[src/rtl/bus_arb5_pkg.sv]
package bus_arb5_pkg;

  // Default geometry: four masters that can be blocked, plus the processor.
  localparam int unsigned DEF_N_BLK = 4;

  // Control word reset value: every block bit set, no favour bit set.
  function automatic logic [31:0] blk_mask(input int unsigned n_blk);
    logic [31:0] v;
    v = '0;
    for (int unsigned i = 0; i < n_blk; i++) v[2*i] = 1'b1;
    return v;
  endfunction

  // Positions of all favour bits (one per master, the processor included).
  function automatic logic [31:0] fav_mask(input int unsigned n_req);
    logic [31:0] v;
    v = '0;
    for (int unsigned i = 0; i < n_req; i++) v[2*i+1] = 1'b1;
    return v;
  endfunction

endpackage

[src/rtl/bus_arb5_rst_sync.sv]
module bus_arb5_rst_sync (
  input  logic clk,
  input  logic rst_n,
  output logic rst_n_s
);
  logic s1_q, s2_q;

  always_ff @(posedge clk or negedge rst_n) begin
    if (!rst_n) begin
      s1_q <= 1'b0;
      s2_q <= 1'b0;
    end else begin
      s1_q <= 1'b1;
      s2_q <= s1_q;
    end
  end

  assign rst_n_s = s2_q;
endmodule

[src/rtl/bus_arb5_cfg.sv]
module bus_arb5_cfg
  import bus_arb5_pkg::*;
#(
  parameter int unsigned N_BLK = DEF_N_BLK,
  localparam int unsigned N_REQ = N_BLK + 1,
  localparam int unsigned CW    = 2 * N_REQ
) (
  input  logic             clk,
  input  logic             rst_n,
  input  logic             we,
  input  logic [CW-1:0]    wdata,
  output logic [CW-1:0]    word_q,
  output logic [N_REQ-1:0] blk_vec,
  output logic [N_REQ-1:0] fav_vec,
  output logic             err_q,
  output logic             any_fav,
  output logic             any_blk
);
  localparam logic [CW-1:0] RST_WORD = CW'(blk_mask(N_BLK));
  localparam logic [CW-1:0] FAV_MSK  = CW'(fav_mask(N_REQ));

  logic [N_REQ-1:0] fav_in, fav_keep;
  logic [CW-1:0]    word_d;
  logic             err_d;
  logic             seen;

  // Pick out the favour field and keep only its lowest-indexed bit.
  always_comb begin
    seen = 1'b0;
    for (int unsigned i = 0; i < N_REQ; i++) begin
      fav_in[i]   = wdata[2*i+1];
      fav_keep[i] = fav_in[i] & ~seen;
      seen        = seen | fav_in[i];
    end
  end

  // Next state.
  always_comb begin
    word_d = word_q;
    err_d  = err_q;
    if (we) begin
      word_d = '0;
      for (int unsigned i = 0; i < N_BLK; i++) word_d[2*i] = wdata[2*i];
      for (int unsigned i = 0; i < N_REQ; i++) word_d[2*i+1] = fav_keep[i];
      err_d = ($countones(fav_in) > 1);
    end
  end

  // Register, clock-enabled by the write strobe.
  always_ff @(posedge clk or negedge rst_n) begin
    if (!rst_n) begin
      word_q <= RST_WORD;
      err_q  <= 1'b0;
    end else if (we) begin
      word_q <= word_d;
      err_q  <= err_d;
    end
  end

  // Decoded views of the stored word.
  generate
    for (genvar g = 0; g < N_REQ; g++) begin : g_dec
      if (g < N_BLK) begin : g_blk
        assign blk_vec[g] = word_q[2*g];
      end else begin : g_noblk
        assign blk_vec[g] = 1'b0;
      end
      assign fav_vec[g] = word_q[2*g+1];
    end
  endgenerate

  assign any_fav = |(word_q & FAV_MSK);
  assign any_blk = |(word_q & RST_WORD);


  fav_single_chk: assert property (@(posedge clk) disable iff (!rst_n)
    we |=> ($countones(fav_vec) <= 1));


  word_hold_chk: assert property (@(posedge clk) disable iff (!rst_n)
    !we |=> $stable(word_q));


  err_kept_one_chk: assert property (@(posedge clk) disable iff (!rst_n)
    err_q |-> ($countones(fav_vec) == 1));
endmodule

[src/rtl/bus_arb5_rr.sv]
module bus_arb5_rr #(
  parameter  int unsigned N   = 5,
  localparam int unsigned IDX_W = (N > 1) ? $clog2(N) : 1
) (
  input  logic [N-1:0]     cand,
  input  logic [IDX_W-1:0] last,
  output logic             hit,
  output logic [IDX_W-1:0] idx
);
  int unsigned j;

  // Search upward from the index just above the last winner, wrapping.
  always_comb begin
    hit = 1'b0;
    idx = '0;
    j   = 0;
    for (int unsigned k = 1; k <= N; k++) begin
      j = int'(last) + k;
      if (j >= N) j = j - N;
      if (!hit && cand[j]) begin
        hit = 1'b1;
        idx = IDX_W'(j);
      end
    end
  end
endmodule

[src/rtl/bus_arb5_core.sv]
module bus_arb5_core #(
  parameter  int unsigned N_REQ = 5,
  localparam int unsigned IDX_W = (N_REQ > 1) ? $clog2(N_REQ) : 1
) (
  input  logic             clk,
  input  logic             rst_n,
  input  logic [N_REQ-1:0] req,
  input  logic [N_REQ-1:0] blk_vec,
  input  logic [N_REQ-1:0] fav_vec,
  output logic [N_REQ-1:0] gnt_q
);
  localparam logic [IDX_W-1:0] LAST_RST = IDX_W'(N_REQ - 1);

  logic             busy_q, busy_d;
  logic [IDX_W-1:0] own_q, own_d;
  logic             turn_q, turn_d;
  logic [IDX_W-1:0] last_q, last_d;
  logic [N_REQ-1:0] gnt_d;

  logic [N_REQ-1:0] elig, others;
  logic             fav_on;
  logic [IDX_W-1:0] fav_idx;
  logic             rr_hit;
  logic [IDX_W-1:0] rr_idx;
  logic             issue, pick_rr, hold;
  logic [IDX_W-1:0] pick;

  assign elig   = req & ~blk_vec;
  assign others = elig & ~fav_vec;
  assign fav_on = |fav_vec;

  always_comb begin
    fav_idx = '0;
    for (int unsigned i = 0; i < N_REQ; i++)
      if (fav_vec[i]) fav_idx = IDX_W'(i);
  end

  bus_arb5_rr #(.N(N_REQ)) u_rr (
    .cand (others),
    .last (last_q),
    .hit  (rr_hit),
    .idx  (rr_idx)
  );

  // Decision for an idle bus.
  always_comb begin
    issue   = |elig;
    pick_rr = 1'b0;
    pick    = fav_idx;
    if (fav_on && turn_q && elig[fav_idx]) begin
      pick = fav_idx;
    end else if (rr_hit) begin
      pick    = rr_idx;
      pick_rr = 1'b1;
    end
  end

  assign hold = busy_q & req[own_q] & ~blk_vec[own_q];

  // Next state.
  always_comb begin
    busy_d = busy_q;
    own_d  = own_q;
    turn_d = turn_q;
    last_d = last_q;
    gnt_d  = gnt_q;
    if (busy_q) begin
      if (!hold) begin
        busy_d = 1'b0;
        gnt_d  = '0;
      end
    end else if (issue) begin
      busy_d = 1'b1;
      own_d  = pick;
      gnt_d  = N_REQ'(1) << pick;
      turn_d = ~turn_q;
      if (pick_rr) last_d = pick;
    end
  end

  always_ff @(posedge clk or negedge rst_n) begin
    if (!rst_n) begin
      busy_q <= 1'b0;
      own_q  <= '0;
      turn_q <= 1'b1;
      last_q <= LAST_RST;
      gnt_q  <= '0;
    end else begin
      busy_q <= busy_d;
      own_q  <= own_d;
      turn_q <= turn_d;
      last_q <= last_d;
      gnt_q  <= gnt_d;
    end
  end


  gnt_onehot_chk: assert property (@(posedge clk) disable iff (!rst_n)
    $onehot0(gnt_q));


  gnt_keep_chk: assert property (@(posedge clk) disable iff (!rst_n)
    ((gnt_q & req & ~blk_vec) != '0) |=> (gnt_q == $past(gnt_q)));


  gnt_release_chk: assert property (@(posedge clk) disable iff (!rst_n)
    ((gnt_q != '0) && ((gnt_q & req) == '0)) |=> (gnt_q == '0));


  gnt_blocked_chk: assert property (@(posedge clk) disable iff (!rst_n)
    ((gnt_q == '0) && (elig != '0)) |=> ((gnt_q & $past(blk_vec)) == '0));
endmodule

[src/rtl/bus_arb5.sv]
module bus_arb5
  import bus_arb5_pkg::*;
#(
  parameter  int unsigned N_BLK = DEF_N_BLK,
  localparam int unsigned N_REQ = N_BLK + 1,
  localparam int unsigned CW    = 2 * N_REQ
) (
  input  logic             clk,
  input  logic             rst_n,
  input  logic             cfg_we,
  input  logic [CW-1:0]    cfg_wdata,
  output logic [CW-1:0]    cfg_q,
  output logic             cfg_err,
  output logic             any_pref,
  output logic             any_deny,
  input  logic [N_REQ-1:0] req,
  output logic [N_REQ-1:0] gnt
);
  logic             rst_n_s;
  logic [N_REQ-1:0] blk_vec, fav_vec;

  bus_arb5_rst_sync u_rst (
    .clk     (clk),
    .rst_n   (rst_n),
    .rst_n_s (rst_n_s)
  );

  bus_arb5_cfg #(.N_BLK(N_BLK)) u_cfg (
    .clk     (clk),
    .rst_n   (rst_n_s),
    .we      (cfg_we),
    .wdata   (cfg_wdata),
    .word_q  (cfg_q),
    .blk_vec (blk_vec),
    .fav_vec (fav_vec),
    .err_q   (cfg_err),
    .any_fav (any_pref),
    .any_blk (any_deny)
  );

  bus_arb5_core #(.N_REQ(N_REQ)) u_core (
    .clk     (clk),
    .rst_n   (rst_n_s),
    .req     (req),
    .blk_vec (blk_vec),
    .fav_vec (fav_vec),
    .gnt_q   (gnt)
  );


  cpu_unblocked_chk: assert property (@(posedge clk) disable iff (!rst_n_s)
    !blk_vec[N_REQ-1]);
endmodule

[config.mk]
export PLATFORM = sky130hd
export DESIGN_NAME = bus_arb5
export DESIGN_NICKNAME = d
export VERILOG_FILES = /design/src/rtl/bus_arb5_pkg.sv /design/src/rtl/bus_arb5_rst_sync.sv /design/src/rtl/bus_arb5_cfg.sv /design/src/rtl/bus_arb5_rr.sv /design/src/rtl/bus_arb5_core.sv /design/src/rtl/bus_arb5.sv
export SDC_FILE = /design/constraint.sdc
export NUM_CORES = 1
export LEC_CHECK = 0
export BUFFER_PORTS_ARGS = -buffer_cell sky130_fd_sc_hd__buf_2
export CAP_MARGIN = 10
export CELL_PAD_IN_SITES_DETAIL_PLACEMENT = 0
export CELL_PAD_IN_SITES_GLOBAL_PLACEMENT = 1
export CORE_MARGIN = 2
export CORE_UTILIZATION = 45
export CTS_BUF_LIST = sky130_fd_sc_hd__clkbuf_4 sky130_fd_sc_hd__clkbuf_8
export DETAILED_ROUTE_END_ITERATION = 16
export PLACE_DENSITY_LB_ADDON = 0.1
export SLEW_MARGIN = 20
export SYNTH_ARGS = -nofsm -noshare
export SYNTH_HDL_FRONTEND = slang
export SYNTH_HIERARCHICAL = 1
export SYNTH_SLANG_ARGS = --single-unit
[constraint.sdc]
create_clock -name clk -period 1 [get_ports clk]
set_input_delay 0.05 -clock clk [delete_from_list [all_inputs] [get_ports clk]]
set_output_delay 0.05 -clock clk [all_outputs]
set_load 0.03 [all_outputs]
==> impl_results.md, run 1 <==
* Critical Path, Cell by Cell: inv_6 > ha_4 > ha_4 > or4_4 > o211ai_2 > mux2_4 > o211ai_2 > or3b_4 > or4b_4 > buf_4 > buf_6 > a31oi_2 > buf_4 > nor2_1 > nand2_1 > mux2i_1 > a22o_1
* Max VDD drop at 2460 uV
* TritonCTS Buffers at 3
* Core area at 5920 sq um
* Post-synth top area share at 17.3%
* Post-synthesis instance area at 2740 sq um
* First-pass DRT Iterations at 4
* # nets final at 465
* Avg Cell Area, Syn at 8.96 sq um
* GP Congestion at 0.876
* Top-count cell post-synth: nor2_1
* H-tree depth at 1
* CP max stage cell: or4b_4
* Setup TNS at -33,430 ps
* Pins Over Slew Limit at 0
* First-pass GRT wire length at 13,200 um
* Sw Share at 44.6%
* Grt ovf at 0
* Switching pwr at 7670 uW
* Largest net degree at the start of global routing at 29
* Final Critical Period at 3940 ps
* Die width at 82.1 um
* Most used DFF post-synth: dfrtp_1
* Comb power frac at 87.7%
* Vias in the first global route at 2,768
* DRC violations left at 0
* Largest stage delay, worst path at 520 ps
* Die area at 6740 sq um
* Leak at 0.00190 uW
* P_int at 9530 uW
* Crit start category: flop
* Slew @ Worst Pin at 515 ps
* Die height at 82.1 um
* Setup violators final at 21
* CP required at 1170 ps
* Reg-to-reg setup timing slack at -2940 ps
* Starting density of the core at 46.3%
* All-Layer GR Usage at 25.2%
* Worst skew pair latency at 270 ps
* Failing checks: setup timing
* CTS tree: built
* Crit path setup slack, layout at -2940 ps
* Hold path endpoint: u_cfg/word_q[0]$_DFFE_PN1P_
* IO Pins at 36
* Via Count at 2,716
* Seq pwr share at 8.6%
* Unrepaired setup endpoints after global routing: yes
* Max Buffers Root-to-Sink at 2
* 1st-iter DRT viols at 151
* Outcome: complete, but fails checks
* Antenna violations before repair at 0
* Routed WL at 8040 um
* DP HPWL at 5930 um
* Yosys warnings at 6
* Library cells used by synthesis at 76
* Crit end category: flop
* IO Port Bufs at 33
* Buffers & Inverters on Critical Path at 4
* Clock slew at reported path FFs at 90 ps
* Critical path fanouts, max at 5
* Hold_sp: cfg_wdata[0]
* Cell count of the worst hold path at 2
* Cell accounting for the most synthesized area: dfrtp_1
* Max-slew headroom at 65.5%
* Stages on the worst setup path at 17
* Antenna-violating nets left at 0
* Layout cell share with drive strength beyond 1 at 52.4%
* Post-synth EDFFs at 0
* RR Endpoint: u_core/gnt_q[1]$_DFFE_PN0P_
* Kind of critical path: reg2reg
* Async S/R FF share, synth at 100%
* Ant diodes at 0
* Number of max-cap violations at 0
* Synth cell count leaders: 26 x nor2_1, 21 x inv_1, 19 x dfrtp_1, 19 x nand2_1, 18 x mux2i_1
* HP Class: in2reg
* Critical R2R Launch: u_core/last_q[0]$_DFFE_PN0P_
* Synth area leaders: dfrtp_1 17%, ha_1 7.3%, mux2i_1 6.6%, dfstp_2 5.7%, mux2_2 4.1%
* Row cnt at 28
* Wire length per cell at 16.0 um
* Synthesis-to-layout area growth at 48.2%
* Cells after Synth at 306
* Clock power share at 3.7%
* Clock Sinks at 25
* Root buf cell: clkbuf_8
* Crit path max-delay family: simple AND/OR/NAND/NOR gates
* FF+latch count, synth at 25
* Power Density at 4230 nW/um^2
* Final hold vios at 0
* Arrival @ worst endpoint at 4110 ps
* Reg2reg path depth at 17
* Post-layout util at 68.7%
* Final worst-path cycle share at 394%
* F_max at 254 MHz
* DR vias/cell at 5.39
* Sequential element share of the synthesized area at 23.1%
* Hold WS at 14.7 ps
* Clock Skew at 6.79 ps
[state kept, by name, indices dropped and copies added, names as in the netlist]
name and cells:
u_cfg/err_q 1, u_cfg/word_q 9, u_core/turn_q 1, u_core/gnt_q 5, u_rst/s1_q 1, u_rst/rst_n_s 1
u_core/own_q 3, u_core/last_q 3, u_core/busy_q 1
[final cells by class]
| cell class | count | area [sq um] |
|---|---|---|
| Sequential cell | 25 | 633 |
| Multi-Input combinational cell | 238 | 2070 |
| Timing Repair Buffer | 141 | 1130 |
| Clock buffer | 4 | 48.8 |
| Fill cell | 513 | 1860 |
| Inverter | 21 | 86.3 |
| Tap cell | 75 | 93.8 |
[cells by family (layout without fill, tap and decap cells)]
logic type               after synthesis  after routing  synth area share (%)
AND/OR/NAND/NOR                      104            104                  21.8
AO/OA/AOI/OAI                         76             76                  22.2
buffers and inverters                 44            166                  9.76
multiplexers                          33             33                  13.3
flip-flops                            25             25                  23.1
adder cells (fa/ha/maj)               17             17                  8.03
XOR/XNOR                               5              5                  1.60
other                                  2              3                 0.274
[repair_timing]
action                                 in CTS  in global routing
pin swaps                                  23                 15
setup buffers                               7                 10
hold buffers                                1                  0
setup endpoints to repair                  25                 25
endpoints found under the hold margin       2                  0
resized for setup                          69                 18
[power by group through the flow]
stage / registers [uW] / clock network [uW] / logic [uW]
after floorplan: 1690 / 0 / 7380
after global placement: 1470 / 0 / 11900
after detailed placement: 1470 / 0 / 12100
after CTS: 1470 / 647 / 14000
after global routing: 1510 / 689 / 16300
final: 1480 / 633 / 15100
[metal layers]
| metal | GRT usage [%] | vias to the layer above | wire (um) | share of wire (%) |
|---|---|---|---|---|
| met5 | 0 | - | 0 | 0 |
| met4 | 10.7 | 0 | 320 | 4.0 |
| met3 | 2.09 | 25 | 183 | 2.3 |
| met2 | 46.1 | 57 | 4120 | 51 |
| met1 | 30.1 | 1288 | 3420 | 43 |
| li1 | - | 1346 | - | - |
[cell usage in the layout, fill, tap and decap left out, types with 3 or more instances in the layout]
master,n
buf_2,20
nor2b_1,7
o21ai_0,9
mux2i_1,18
xnor2_1,4
a21oi_2,3
a31oi_1,3
dfstp_2,6
a21oi_1,8
mux2_4,4
nor3b_1,3
nor2_1,26
nor3_1,5
ha_1,13
nand3b_1,6
mux2_2,10
nand2_1,19
ha_4,3
inv_2,6
inv_1,13
nand3_1,4
conb_1,3
o2bb2ai_1,4
buf_6,31
dfrtp_1,19
buf_4,88
nand2b_1,7
o21ai_1,5
clkbuf_8,3
[worst max-delay path by stage]
stage / from / end / slack [ps]
detailed placement: u_core/last_q[1]$_DFFE_PN0P_ / u_core/gnt_q[2]$_DFFE_PN0P_ / -3040
global route: u_core/last_q[0]$_DFFE_PN0P_ / u_core/gnt_q[3]$_DFFE_PN0P_ / -3160
global placement: u_core/last_q[1]$_DFFE_PN0P_ / u_core/gnt_q[2]$_DFFE_PN0P_ / -2950
finish: u_core/last_q[0]$_DFFE_PN0P_ / u_core/gnt_q[1]$_DFFE_PN0P_ / -2940
CTS: u_core/last_q[1]$_DFFE_PN0P_ / u_core/gnt_q[3]$_DFFE_PN0P_ / -2980
floorplan: u_core/last_q[0]$_DFFE_PN0P_ / u_core/gnt_q[2]$_DFFE_PN0P_ / -3240
[metrics by stage]
stage               setup slack (ps)  cells  total power, uW  instance area, sq um
finish                         -2940    504            17200                  4070
global route                   -3160    504            18500                  4070
CTS                            -2980    498            16200                  3970
detailed placement             -3040    488            13600                  3600
global placement               -2950    488            13400                  3600
floorplan                      -3240    307             9070                  2820
No activity file was read; power rests on OpenSTA's default activity.
==> run 2: changes to the inputs <==
--- a/config.mk
+++ b/config.mk
@@ -17,5 +17,4 @@
 export SLEW_MARGIN = 20
 export SYNTH_ARGS = -nofsm -noshare
 export SYNTH_HDL_FRONTEND = slang
-export SYNTH_HIERARCHICAL = 1
 export SYNTH_SLANG_ARGS = --single-unit
==> run 2 against run 1 <==
Against the previous run:
- the flow still finishes with violations (setup timing)
- total power up 2.9%
- sequential power up 12%
- die area down 3.0%
- global-route usage up 3.1 points
- synthesized cell count up 4.2%
==> impl_results.md, run 2 <==
* Outcome: complete, but fails checks
* Failing checks: setup timing
* First-pass DRT Iterations at 4
* Most used DFF post-synth: dfrtp_1
* Crit path setup slack, layout at -2180 ps
* Ant diodes at 0
* Final hold vios at 0
* IO Port Bufs at 33
* Grt ovf at 0
* Cell count of the worst hold path at 2
* Metal-1 WL at 3760 um
* Post-layout util at 76.3%
* Antenna violations before repair at 0
* Most common cell after layout, fill and taps aside: buf_4
* Setup violators final at 22
* Cell accounting for the most synthesized area: dfrtp_1
* P_int at 9370 uW
* Wire length per cell at 17.0 um
* Starting density of the core at 47.4%
* Library cells used by synthesis at 76
* All-Layer GR Usage at 28.4%
* # nets final at 497
* Synth Net Count at 356
* Layout cell share with drive strength beyond 1 at 50.3%
* Clock slew at reported path FFs at 90 ps
* Reg-to-reg setup timing slack at -2180 ps
* Setup TNS at -25,990 ps
* Met3 wire len at 402 um
* Top-count cell post-synth: nor2_1
* Die height at 80.9 um
* Post-synth top area share at 17.9%
* Cells after Synth at 319
* Root buf cell: clkbuf_8
* 1st-iter DRT viols at 136
* IO Pins at 36
* Final Total Pwr at 17,700 uW
* Max Buffers Root-to-Sink at 2
* Met2 WL post-DR at 4760 um
* CP required at 1180 ps
* Async S/R FF share, synth at 100%
* CTS tree: built
* Die width at 80.9 um
* Critical path fanouts, max at 8
* Synthesis-to-layout area growth at 61.1%
* Highest-count cells in the layout ignoring fill and taps: 101 x buf_4, 26 x buf_6, 24 x nor2_1
* Unrepaired setup endpoints after global routing: yes
* Worst skew pair latency at 270 ps
* Switching pwr at 8320 uW
* Sequential element share of the synthesized area at 23.8%
* Die area at 6540 sq um
* Multi-input combinational cell area at 2210 sq um
* Number of max-cap violations at 0
* DP HPWL at 6960 um
* Avg Cell Area, Syn at 8.33 sq um
* Seq pwr share at 9.4%
* RR Endpoint: u_core.gnt_q[2]$_DFFE_PN0P_
* H-tree depth at 1
* Kind of critical path: reg2reg
* Via Count at 3,112
* Clock Sinks at 25
* Sequential cell area at 636 sq um
* Top reg by flops: u_cfg.word_q
* Routed WL at 9050 um
* Crit end category: flop
* Sw Share at 47.1%
* Final Critical Period at 3180 ps
* GP Congestion at 0.980
* Crit start category: flop
* First-pass GRT wire length at 14,400 um
* Final worst-path cycle share at 318%
* Hold path endpoint: u_cfg.word_q[6]$_DFFE_PN1P_
* Clock power share at 3.5%
* Reg2reg path depth at 10
* Post-synthesis instance area at 2660 sq um
* Max VDD drop at 2430 uV
* Antenna-violating nets left at 0
* DR vias/cell at 5.86
* Power Density at 4130 nW/um^2
* Leak at 0.00189 uW
* Vias in the first global route at 3,046
* Synth area leaders: dfrtp_1 18%, ha_1 8.5%, dfstp_2 5.9%, a21oi_1 3.8%, nor2_1 3.7%
* Post-synth EDFFs at 0
* Hold_sp: cfg_wdata[6]
* Synth cell count leaders: 26 x nor2_1, 23 x nand2_1, 20 x a21oi_1
* Core area at 5610 sq um
* Largest net degree at the start of global routing at 24
* F_max at 314 MHz
* HP Class: in2reg
* Fillers at 396
* FF+latch count, synth at 25
* Critical R2R Launch: u_core.last_q[2]$_DFFE_PN1P_
* Arrival @ worst endpoint at 3360 ps
* Biggest registers after layout: u_cfg.word_q: 9 flops, u_core.gnt_q: 5 flops
* Yosys warnings at 0
* Comb power frac at 87.1%
* Clock Skew at 5.31 ps
* TritonCTS Buffers at 3
* DRC violations left at 0
* Max reg flops at 9
* Row cnt at 27
* Pins Over Slew Limit at 0
* Top Metal Used: met4
-- run 2: cell types whose count changed in the layout (fill, tap and decap cells not counted), sizes merged, moves of 4 or more --
cell | previous run | this run
a21oi | 13 | 20
o21a | 0 | 4
mux2 | 14 | 7
nor4 | 1 | 5
buf | 140 | 148
o21ai | 16 | 20
inv | 21 | 16
mux2i | 18 | 8
nand3b | 6 | 1
-- run 2: worst max-delay path by stage --
stage	slack, ps	start	endpoint
global route	-2350	u_core.last_q[2]$_DFFE_PN1P_	u_core.gnt_q[3]$_DFFE_PN0P_
finish	-2180	u_core.last_q[2]$_DFFE_PN1P_	u_core.gnt_q[2]$_DFFE_PN0P_
CTS	-2160	u_core.last_q[1]$_DFFE_PN0P_	u_core.gnt_q[2]$_DFFE_PN0P_
global placement	-2150	u_core.last_q[1]$_DFFE_PN0P_	u_core.gnt_q[0]$_DFFE_PN0P_
floorplan	-1940	u_core.last_q[0]$_DFFE_PN0P_	u_core.gnt_q[2]$_DFFE_PN0P_
detailed placement	-2210	u_core.last_q[1]$_DFFE_PN0P_	u_core.gnt_q[3]$_DFFE_PN0P_
-- run 2: critical path, stage by stage, from the launching register on --
cell and delay, ps:
dfstp_2 600, inv_2 70, ha_2 350, nand2_1 90, a21o_1 240, a211oi_2 320
or4_4 200, nand4_1 140, o41a_1 470, o32a_1 370, o31ai_1 230
-- run 2: metrics by stage --
step / cell area [sq um] / hold slack (ps) / setup WS (ps) / instances
2_1_floorplan: 2860 / -246 / -1940 / 319
3_3_place_gp: 3800 / -164 / -2150 / 515
3_5_place_dp: 3800 / -163 / -2210 / 515
4_1_cts: 4180 / 24.0 / -2160 / 530
5_1_grt: 4280 / 18.7 / -2350 / 531
6_report: 4280 / 25.3 / -2180 / 531
-- run 2: cell families (layout without fill, tap and decap cells) --
kind of cell	count (synthesis)	after routing	synth area share [%]
AOI/OAI and AO/OA	99	99	27.0
xor gates and xnor gates	4	4	2.02
adders and majority gates	19	19	9.23
buffers and inverters	30	170	5.56
DFF	25	25	23.8
muxes	15	15	5.98
other	2	2	0.283
and+or+nand+nor	125	125	26.1
-- run 2: layer usage --
metal  GRT usage [%]  up-vias
li1                -     1471
met4            8.14        0
met5               0        -
met2            53.4      104
met1            34.5     1527
met3            2.00       10
-- run 2: final cells by class --
| class | instances | share of cell area (%) |
|---|---|---|
| multi-input cells | 264 | 51.5 |
| repair buffers | 150 | 28.3 |
| clock inverters | 1 | 0.175 |
| well taps | 72 | 2.10 |
| inverters | 16 | 2.10 |
| clock buffers | 3 | 0.964 |
| flip-flops and latches | 25 | 14.8 |
-- run 2: timing repair --
action / in CTS / in global routing
buffers inserted: 10 / 3
pin swaps: 17 / 7
endpoints found under the hold margin: 3 / 0
endpoints found under the setup margin: 26 / 27
hold buffers: 2 / 0
gates resized for setup: 59 / 25
-- run 2: power groups by stage --
stage | clock network [uW] | registers, uW | logic (uW)
3_3_place_gp | 0 | 1640 | 13200
2_1_floorplan | 0 | 1850 | 8170
5_1_grt | 670 | 1700 | 16400
3_5_place_dp | 0 | 1670 | 13300
6_report | 615 | 1660 | 15400
4_1_cts | 627 | 1660 | 14800
==> run 3: changes to the inputs <==
--- a/config.mk
+++ b/config.mk
@@ -5,14 +5,16 @@
 export SDC_FILE = /design/constraint.sdc
 export NUM_CORES = 1
 export LEC_CHECK = 0
+export ABC_AREA = 1
 export BUFFER_PORTS_ARGS = -buffer_cell sky130_fd_sc_hd__buf_2
 export CAP_MARGIN = 10
 export CELL_PAD_IN_SITES_DETAIL_PLACEMENT = 0
 export CELL_PAD_IN_SITES_GLOBAL_PLACEMENT = 1
 export CORE_MARGIN = 2
-export CORE_UTILIZATION = 45
+export CORE_UTILIZATION = 42
 export CTS_BUF_LIST = sky130_fd_sc_hd__clkbuf_4 sky130_fd_sc_hd__clkbuf_8
 export DETAILED_ROUTE_END_ITERATION = 16
+export GPL_TIMING_DRIVEN = 0
 export PLACE_DENSITY_LB_ADDON = 0.1
 export SLEW_MARGIN = 20
 export SYNTH_ARGS = -nofsm -noshare
==> run 3 against run 2 <==
Against the previous run:
- the run still ends with setup timing left
- clock skew grew 0.95 ps
- non-clock buffer count fell by 66
- critical path depth grew 8
- final cell count down 2.4%
- sequential share of layout area increased by 2.9 points
- wire length down 21%
- final area is 15% lower
- die area is 2.1% lower
- sequential cell count unchanged
- maximum frequency increased by 15%
- register-to-register slack improved by 420 ps
==> impl_results.md, run 3 <==
* Outcome: complete, but fails checks
* Failing checks: setup timing
* First-pass GRT wire length at 11,800 um
* Async S/R FF share, synth at 100%
* DRC violations left at 0
* Synth area leaders: dfrtp_1 20%, nand2_1 16%, ha_1 9.3%, nand3_1 9.3%, inv_1 6.7%
* Critical Path, Cell by Cell: inv_4 > ha_4 > nand2_4 > nand3_4 > nand2_4 > xor2_2 > buf_4 > nand3_2 > nand2_2 > nor2_4 > nand4_1 > nor2_1 > nor2_2 > nand2_2 > nand2_4 > nor2_4 > nand2_2 > nand2_1
* Arrival @ worst endpoint at 2960 ps
* Hold_sp: cfg_wdata[1]
* TritonCTS Buffers at 3
* Unrepaired setup endpoints after global routing: yes
* Stages on the worst setup path at 18
* Root buf cell: clkbuf_8
* Kind of critical path: reg2reg
* Sequential element share of the synthesized area at 26.1%
* Worst skew pair latency at 260 ps
* DP HPWL at 5000 um
* Row cnt at 27
* Final worst-path cycle share at 276%
* Vias in the first global route at 2,663
* Pins Over Slew Limit at 0
* Die height at 80 um
* CTS tree: built
* Slew @ Worst Pin at 503 ps
* Max Buffers Root-to-Sink at 2
* Post-synth EDFFs at 0
* Crit path max-delay family: simple AND/OR/NAND/NOR gates
* Library cells used by synthesis at 39
* Clock slew at reported path FFs at 80 ps
* Final hold vios at 0
* Layout cell share with drive strength beyond 1 at 43.7%
* Top-count cell post-synth: nand2_1
* F_max at 362 MHz
* Cell accounting for the most synthesized area: dfrtp_1
* Antenna-violating nets left at 0
* DR vias/cell at 5.24
* # nets final at 484
* Met3 wire len at 220 um
* Crit path setup slack, layout at -1760 ps
* Antenna violations before repair at 0
* Hold WS at 7.54 ps
* CP endpoint: u_core.gnt_q[0]$_DFFE_PN0P_
* CP max stage cell: dfstp_2
* Number of max-cap violations at 0
* Critical R2R Launch: u_core.last_q[2]$_DFFE_PN1P_
* Placed instance count at 468
* FF+latch count, synth at 25
* Cell count of the worst hold path at 3
* Wire length per cell at 13.7 um
* Ant diodes at 0
* Yosys warnings at 0
* Final Critical Period at 2760 ps
* Core area at 5540 sq um
* Synthesis-to-layout area growth at 49.1%
* Cells after Synth at 364
* IO Pins at 36
* Max-slew headroom at 66.5%
* H-tree depth at 1
* Worst setup path startpoint: u_core.last_q[2]$_DFFE_PN1P_
* Die area at 6400 sq um
* Max reg flops at 9
* Clock Sinks at 25
* IO Port Bufs at 32
* Top reg by flops: u_cfg.word_q
* Post-layout util at 65.3%
* Starting density of the core at 43.8%
* Clock Skew at 6.26 ps
* Critical path fanouts, max at 7
* Largest net degree at the start of global routing at 24
* Reg2reg path depth at 18
* CP required at 1200 ps
* Setup violators final at 20
* Via Count at 2,714
* Post-synth top area share at 19.6%
* 1st-iter DRT viols at 128
* Most used DFF post-synth: dfrtp_1
* Crit end category: flop
* Post-synthesis instance area at 2430 sq um
* Crit start category: flop
* Reg-to-reg setup timing slack at -1760 ps
* Top Metal Used: met4
* First-pass DRT Iterations at 4
* HP Class: in2reg
* Met2 WL post-DR at 3770 um
* Die width at 80 um
* Most common cell after layout, fill and taps aside: nand2_1
* GP Congestion at 0.827
* Routed WL at 7110 um
* Biggest registers after layout: u_cfg.word_q: 9 flops, u_core.gnt_q: 5 flops
* RR Endpoint: u_core.gnt_q[0]$_DFFE_PN0P_
* Synth cell count leaders: 101 x nand2_1, 45 x nand3_1, 43 x inv_1
* Synth Net Count at 401
* Metal-1 WL at 3010 um
* Highest-count cells in the layout ignoring fill and taps: 82 x nand2_1, 37 x nand3_1, 35 x buf_4
* Grt ovf at 0
* Buffers & Inverters on Critical Path at 2
* All-Layer GR Usage at 22.7%
* Fin cells at 518
* Largest stage delay, worst path at 620 ps
* Avg Cell Area, Syn at 6.67 sq um
==> run 3: per-layer routing <==
metal | up-vias | track usage [%]
met3 | 12 | 2.04
met2 | 55 | 42.4
met5 | - | 0
met4 | 0 | 5.59
met1 | 1284 | 27.7
li1 | 1363 | -
==> run 3: cell families after synthesis <==
family	after synthesis	share of synthesized area [%]
other cells	2	0.310
flops	25	26.1
buf+inv	52	8.82
compound gates	49	11.7
fa+ha+maj	19	10.1
xor+xnor	4	1.75
simple gates	213	41.3
==> run 3: how the worst min path moves through the flow <==
| stage | slack (ps) | to |
|---|---|---|
| after floorplan | -250 | u_rst.rst_n_s$_DFF_PN0_ |
| after global placement | -170 | u_rst.rst_n_s$_DFF_PN0_ |
| after detailed placement | -160 | u_rst.s1_q$_DFF_PN0_ |
| after CTS | 7 | u_cfg.word_q[1]$_DFFE_PN0P_ |
| after global routing | 50 | u_cfg.word_q[1]$_DFFE_PN0P_ |
| final | 8 | u_cfg.word_q[1]$_DFFE_PN0P_ |
==> run 3: layout make-up <==
| cell class | instances | area, sq um |
|---|---|---|
| Multi-Input combinational cell | 287 | 1940 |
| Clock buffer | 4 | 48.8 |
| Tap cell | 72 | 90.1 |
| Fill cell | 496 | 1920 |
| Sequential cell | 25 | 641 |
| Timing Repair Buffer | 79 | 654 |
| Inverter | 46 | 208 |
| Buffer | 5 | 33.8 |
==> run 3: timing repair <==
item | in CTS | in global routing
endpoints found under the setup margin | 37 | 21
gates resized for setup | 57 | 43
hold endpoints to repair | 5 | 0
hold buffers | 4 | 0
pin swaps | 26 | 33
buffers inserted | 25 | 18
==> run 3: per-stage QoR <==
step,instance area [sq um],worst slack [ps],TNS (ps)
5_1_grt,3620,-1880,-22290
6_report,3620,-1760,-20490
3_3_place_gp,2860,-1870,-21510
4_1_cts,3330,-1670,-19390
2_1_floorplan,2610,-1460,-16460
3_5_place_dp,2860,-1870,-21740
==> run 3: worst min-delay path, stage by stage <==
cell	delay (ps)
buf_8	90
nand2_1	40
o21ai_0	60
Power of run 3 is left out: the tool's default activity adds up to more than one toggle a clock period on the data nets, which glitch-free logic cannot reach.
